==> src/rtl/bert_pm_pkg.sv <==
// Package: shared types and helpers for the performance snapshot block.
// Assumes: nothing beyond standard SystemVerilog.
package bert_pm_pkg;

    // Update request source selected by the mode input.
    typedef enum logic {
        SRC_LOCAL = 1'b0,
        SRC_EXT   = 1'b1
    } upd_src_e;

    // Index of each counter in the generated counter array.
    localparam int unsigned CNT_IDX_BITS = 0;
    localparam int unsigned CNT_IDX_ERRS = 1;
    localparam int unsigned NUM_CNT      = 2;

endpackage

==> src/rtl/bert_pm_req.sv <==
// Module: bert_pm_req
// Selects the update request source, detects its rising edge and keeps the
// done flag. Assumes both request inputs are already synchronous to clk.
module bert_pm_req
    import bert_pm_pkg::*;
(
    input  logic clk,
    input  logic rst_n,
    input  logic clr_i,
    input  logic mode_i,
    input  logic local_i,
    input  logic ext_i,
    output logic sel_o,
    output logic edge_o,
    output logic done_o
);

    upd_src_e src;
    logic     req_q;
    logic     done_q;

    // Decode the mode bit into a source.
    always_comb begin
        src = upd_src_e'(mode_i);
    end

    // Source mux ahead of the edge detector.
    always_comb begin
        case (src)
            SRC_EXT: sel_o = ext_i;
            default: sel_o = local_i;
        endcase
    end

    // Delayed copy of the selected request for edge detection.
    always_ff @(posedge clk) begin
        if (!rst_n || clr_i) begin
            req_q <= 1'b0;
        end else begin
            req_q <= sel_o;
        end
    end

    // A rising edge of the selected request starts one update.
    always_comb begin
        edge_o = sel_o && !req_q;
    end

    // Done flag: set by an update, dropped when the request is low.
    always_ff @(posedge clk) begin
        if (!rst_n || clr_i) begin
            done_q <= 1'b0;
        end else if (edge_o) begin
            done_q <= 1'b1;
        end else if (!sel_o) begin
            done_q <= 1'b0;
        end
    end

    assign done_o = done_q;

endmodule

==> src/rtl/bert_pm_counter.sv <==
// Module: bert_pm_counter
// Saturating event counter with a restart input. A restart reloads the
// count with the event of the same cycle (0 or 1), so no event is lost.
// Assumes restart and inc are single-cycle qualified by the caller.
module bert_pm_counter #(
    parameter int unsigned W = 32
) (
    input  logic         clk,
    input  logic         rst_n,
    input  logic         clr_i,
    input  logic         inc_i,
    input  logic         restart_i,
    output logic [W-1:0] cnt_o
);

    localparam logic [W-1:0] CNT_MAX = {W{1'b1}};
    localparam logic [W-1:0] CNT_ONE = {{(W-1){1'b0}}, 1'b1};

    logic [W-1:0] cnt_q;
    logic [W-1:0] cnt_d;
    logic         at_max;

    // Detect the all-ones stop point.
    always_comb begin
        at_max = (cnt_q == CNT_MAX);
    end

    // Next count: restart, saturating increment, or hold.
    always_comb begin
        if (restart_i) begin
            cnt_d = inc_i ? CNT_ONE : '0;
        end else if (inc_i && !at_max) begin
            cnt_d = cnt_q + CNT_ONE;
        end else begin
            cnt_d = cnt_q;
        end
    end

    // Count register with synchronous clear.
    always_ff @(posedge clk) begin
        if (!rst_n || clr_i) begin
            cnt_q <= '0;
        end else begin
            cnt_q <= cnt_d;
        end
    end

    assign cnt_o = cnt_q;

endmodule

==> src/rtl/bert_pm_hold.sv <==
// Module: bert_pm_hold
// Holding register loaded from a live count on an update, presented as a
// low and a high half. Assumes load_i is a single-cycle pulse.
module bert_pm_hold #(
    parameter int unsigned W    = 32,
    parameter int unsigned HALF = W / 2
) (
    input  logic              clk,
    input  logic              rst_n,
    input  logic              clr_i,
    input  logic              load_i,
    input  logic [W-1:0]      d_i,
    output logic [W-1:0]      q_o,
    output logic [HALF-1:0]   lo_o,
    output logic [W-HALF-1:0] hi_o
);

    logic [W-1:0] hold_q;

    // Capture the live count when an update fires.
    always_ff @(posedge clk) begin
        if (!rst_n || clr_i) begin
            hold_q <= '0;
        end else if (load_i) begin
            hold_q <= d_i;
        end
    end

    // Split into the two register read halves.
    always_comb begin
        lo_o = hold_q[HALF-1:0];
        hi_o = hold_q[W-1:HALF];
    end

    assign q_o = hold_q;

endmodule

==> src/rtl/bert_pm_snapshot.sv <==
// Module: bert_pm_snapshot (top)
// Counts received bits and bit errors and copies both counts into holding
// registers on a rising edge of the mode-selected update request.
// Assumes all inputs are synchronous to clk; clears are synchronous.
module bert_pm_snapshot
    import bert_pm_pkg::*;
#(
    parameter int unsigned CNT_W = 32,
    localparam int unsigned HALF_W = CNT_W / 2
) (
    input  logic                    clk,
    input  logic                    rst_n,
    input  logic                    port_rst,
    input  logic                    port_pd,
    input  logic                    bit_vld,
    input  logic                    bit_err,
    input  logic                    upd_mode,
    input  logic                    upd_local,
    input  logic                    upd_ext,
    output logic [HALF_W-1:0]       bit_hold_lo,
    output logic [CNT_W-HALF_W-1:0] bit_hold_hi,
    output logic [HALF_W-1:0]       err_hold_lo,
    output logic [CNT_W-HALF_W-1:0] err_hold_hi,
    output logic                    upd_done
);

    logic                    port_clr;
    logic                    upd_sel;
    logic                    upd_edge;
    logic [NUM_CNT-1:0]      cnt_inc;
    logic [CNT_W-1:0]        live   [NUM_CNT];
    logic [CNT_W-1:0]        held   [NUM_CNT];
    logic [HALF_W-1:0]       held_lo[NUM_CNT];
    logic [CNT_W-HALF_W-1:0] held_hi[NUM_CNT];
    logic [CNT_W-1:0]        live_bits;
    logic [CNT_W-1:0]        live_errs;
    logic [CNT_W-1:0]        hold_bits;
    logic [CNT_W-1:0]        hold_errs;

    // Port-level clear: reset or power-down of this port.
    always_comb begin
        port_clr = port_rst || port_pd;
    end

    // Qualify the count events.
    always_comb begin
        cnt_inc               = '0;
        cnt_inc[CNT_IDX_BITS] = bit_vld;
        cnt_inc[CNT_IDX_ERRS] = bit_vld && bit_err;
    end

    bert_pm_req u_req (
        .clk     (clk),
        .rst_n   (rst_n),
        .clr_i   (port_clr),
        .mode_i  (upd_mode),
        .local_i (upd_local),
        .ext_i   (upd_ext),
        .sel_o   (upd_sel),
        .edge_o  (upd_edge),
        .done_o  (upd_done)
    );

    for (genvar gi = 0; gi < NUM_CNT; gi++) begin : g_cnt
        bert_pm_counter #(
            .W (CNT_W)
        ) u_cnt (
            .clk       (clk),
            .rst_n     (rst_n),
            .clr_i     (port_clr),
            .inc_i     (cnt_inc[gi]),
            .restart_i (upd_edge),
            .cnt_o     (live[gi])
        );

        bert_pm_hold #(
            .W    (CNT_W),
            .HALF (HALF_W)
        ) u_hold (
            .clk    (clk),
            .rst_n  (rst_n),
            .clr_i  (port_clr),
            .load_i (upd_edge),
            .d_i    (live[gi]),
            .q_o    (held[gi]),
            .lo_o   (held_lo[gi]),
            .hi_o   (held_hi[gi])
        );
    end

    // Route counter array entries to named signals and ports.
    always_comb begin
        live_bits   = live[CNT_IDX_BITS];
        live_errs   = live[CNT_IDX_ERRS];
        hold_bits   = held[CNT_IDX_BITS];
        hold_errs   = held[CNT_IDX_ERRS];
        bit_hold_lo = held_lo[CNT_IDX_BITS];
        bit_hold_hi = held_hi[CNT_IDX_BITS];
        err_hold_lo = held_lo[CNT_IDX_ERRS];
        err_hold_hi = held_hi[CNT_IDX_ERRS];
    end

endmodule

==> config.mk <==
export PLATFORM = sky130hd
export DESIGN_NAME = bert_pm_snapshot
export DESIGN_NICKNAME = d
export VERILOG_FILES = /design/src/rtl/bert_pm_pkg.sv /design/src/rtl/bert_pm_req.sv /design/src/rtl/bert_pm_counter.sv /design/src/rtl/bert_pm_hold.sv /design/src/rtl/bert_pm_snapshot.sv
export SDC_FILE = /design/constraint.sdc
export NUM_CORES = 1
export LEC_CHECK = 0
export CAP_MARGIN = 25
export CORE_UTILIZATION = 45
export CTS_CLUSTER_SIZE = 25
export DETAILED_ROUTE_END_ITERATION = 12
export DONT_BUFFER_PORTS = 1
export PLACE_DENSITY = 0.56
export SLEW_MARGIN = 20
export SYNTH_ARGS = -nofsm -noshare
export SYNTH_HDL_FRONTEND = slang
export SYNTH_SLANG_ARGS = --single-unit
==> constraint.sdc <==
create_clock -name clk -period 3 [get_ports clk]
set_clock_uncertainty 0.2 [all_clocks]
set_input_delay 0.9 -clock clk [delete_from_list [all_inputs] [get_ports clk]]
set_output_delay 0.9 -clock clk [all_outputs]
set_load 0.005 [all_outputs]
==> metrics.csv <==
metric,value,unit
clkTransAtPathRegs,0.06,ns
synth_flop_cell,dfxtp_1,
drtPass1Iterations,4,
gp_congestion,0.784,
antenna_found_initial,0,
yosysMostFrequentCell,nand2_1,
ctsHoldBuffers,0,
grt_max_degree,63,
p_total,3.80,mW
synthToLayoutAreaGrowth,14.9,%
synthCells,705,
yosys.area.top_type_share,46.5,%
endpoint_kind,register,
die_w,114,um
fin_crit_sh,84.2,%
seq_power_share,45.6,%
rsz0062_at_grt,no,
synth-edff-count,0,
hold_viol_final,0,
setup_violations,0,
port_buffers,0,
cap_violations,0,
grt_util_all_layers,22.2,%
num-nets-final,713,
ys_async_sr_fraction,0,%
root_buffer,clkbuf_16,
drtIter0Drc,335,
tightest_slew,0.652,ns
cp_data_required_time,3.15,ns
post-dp-hpwl,9200,um
clock.fmax,396,MHz
post-cts-setup-buffer-count,0,
avgSynthCellArea,7.94,um^2
dieArea,12900,um^2
combPwrFrac,2.9,%
cts.sinks,130,
drc,0,
setup_tns,0,ns
min_period,2.53,ns
max-slew-margin-rel,56.2,%
synth-seq-cells,130,
rows,40,
synth_nets,716,
yosysTopAreaCell,dfxtp_1,
cp.arrival,2.67,ns
via_count,4973,
hold_slack,0.271,ns
p_int,2.93,mW
syn_area,5600,um^2
seq_area_frac_synth,46.5,%
core_area,12100,um^2
p_clk_share,51.4,%
ys_warn_count,0,
cts_resized,0,
worst_slack,0.473,ns
layout-drive-gt1-share,9.79,%
die_h,114,um
hold_class,reg2reg,
cp-start-kind,register,
overflow,0,
crit_path_max_fanout,8,
numCtsBuffers,17,
critPathKind,reg2reg,
cts_buffer_depth,2,
ioPinCount,74,
n_antenna_cell,0,
routed_wl,13600,um
detail_route.wl_per_cell,15.4,um
insertion_delay,0.41,ns
ys_top_cells_by_area,"dfxtp_1, nand2_1, a21oi_1",
run_status,finished clean,
yosys-top-cells-count,"nand2_1, dfxtp_1, a21oi_1",
place_ws,0.296,ns
power.switching,0.865,mW
p_per_area,590,nW/um^2
vias_per_cell,5.63,
ant_nets,0,
slew_viol_final,0,
vdd_drop_max,0.000391,V
cts_max_level,4,
grt_pass1_wl,22700,um
grt_pass1_vias,4434,
ys_types,50,
cts_tree,yes,
switching_share,22.8,%
leakage,1.96,nW
start_util,46.4,%
## cell type report
type / count / area [um^2]
clock buffers: 19 / 453
clock inverters: 13 / 113
fillers: 1184 / 5630
inverters: 10 / 37.5
multi-input cells: 525 / 2830
flip-flops and latches: 130 / 2600
well taps: 168 / 210
repair buffers: 18 / 185
## routing by layer
metal | up-vias | part of all wire (%) | GRT usage [%]
li1 | 2517 | - | -
met1 | 2321 | 51 | 31.7
met2 | 120 | 42 | 32.4
met3 | 15 | 5.8 | 5.42
met4 | 0 | 1.3 | 7.89
met5 | - | 0 | 0
## cell usage in the layout (no fill, tap or decap), types with 4 or more instances in the layout
| cell | count |
|---|---|
| nand4_1 | 30 |
| o311ai_0 | 4 |
| nor2_1 | 36 |
| a31oi_1 | 9 |
| xnor2_1 | 9 |
| o21ai_0 | 22 |
| or3_1 | 20 |
| mux2i_1 | 6 |
| and4_1 | 9 |
| a21oi_1 | 98 |
| nand3_1 | 18 |
| inv_1 | 10 |
| o31ai_1 | 8 |
| and3_1 | 9 |
| clkbuf_16 | 17 |
| nor4_1 | 7 |
| nand2_1 | 173 |
| dfxtp_1 | 130 |
| and2_1 | 6 |
| clkinvlp_4 | 9 |
| or4_1 | 12 |
| buf_12 | 4 |
| a31o_2 | 7 |
| buf_4 | 14 |
## sequential cells by signal, summed over array words and instances, names as in the netlist
register / cells
g_cnt.u_hold.q_o: 64
g_cnt.u_cnt.cnt_o: 64
u_req.done_o: 1
u_req.req_q: 1
## power by group through the flow
stage	combinational (mW)	sequential, mW	clock, mW
final	0.112	1.73	1.95
after detailed placement	0.114	1.77	0
after global placement	0.112	1.77	0
after floorplan	0.0738	1.77	0
after global routing	0.124	1.73	2.08
after CTS	0.114	1.73	1.99
## logic make-up after synthesis
family / after synthesis / share of synthesized area (%)
fa+ha+maj: 2 / 0.447
xor+xnor: 9 / 1.41
flops: 130 / 46.5
simple gates: 337 / 29.1
buf+inv: 50 / 3.44
mux: 6 / 1.07
compound gates: 171 / 18.1
## worst paths after layout
| check | cells after the start | slack [ns] | to | from |
|---|---|---|---|---|
| worst max-delay path | 5 | 0.47 | g_cnt[0].u_cnt.cnt_o[11] | g_cnt[0].u_cnt.cnt_o[21] |
| worst min-delay path | 2 | 0.27 | g_cnt[1].u_hold.q_o[9] | g_cnt[1].u_hold.q_o[9] |
| worst max register to register | 5 | 0.47 | g_cnt[0].u_cnt.cnt_o[11] | g_cnt[0].u_cnt.cnt_o[21] |
| worst min register to register | 2 | 0.27 | g_cnt[1].u_hold.q_o[9] | g_cnt[1].u_hold.q_o[9] |
## metrics by stage
step                instances  cell area [um^2]  utilization (%)
global placement          851              5870             48.7
finish                    883              6430             53.4
CTS                       883              6430             53.4
floorplan                 705              5600                -
global route              883              6430             53.4
detailed placement        851              5870             48.7
## critical path, stage by stage, from the launching register on
cell,delay (ns)
dfxtp_1,0.43
nand4_1,0.28
or4_1,0.64
o31ai_2,0.58
o21ai_0,0.19
a21oi_1,0.14
No activity file was read; power rests on OpenSTA's default activity.
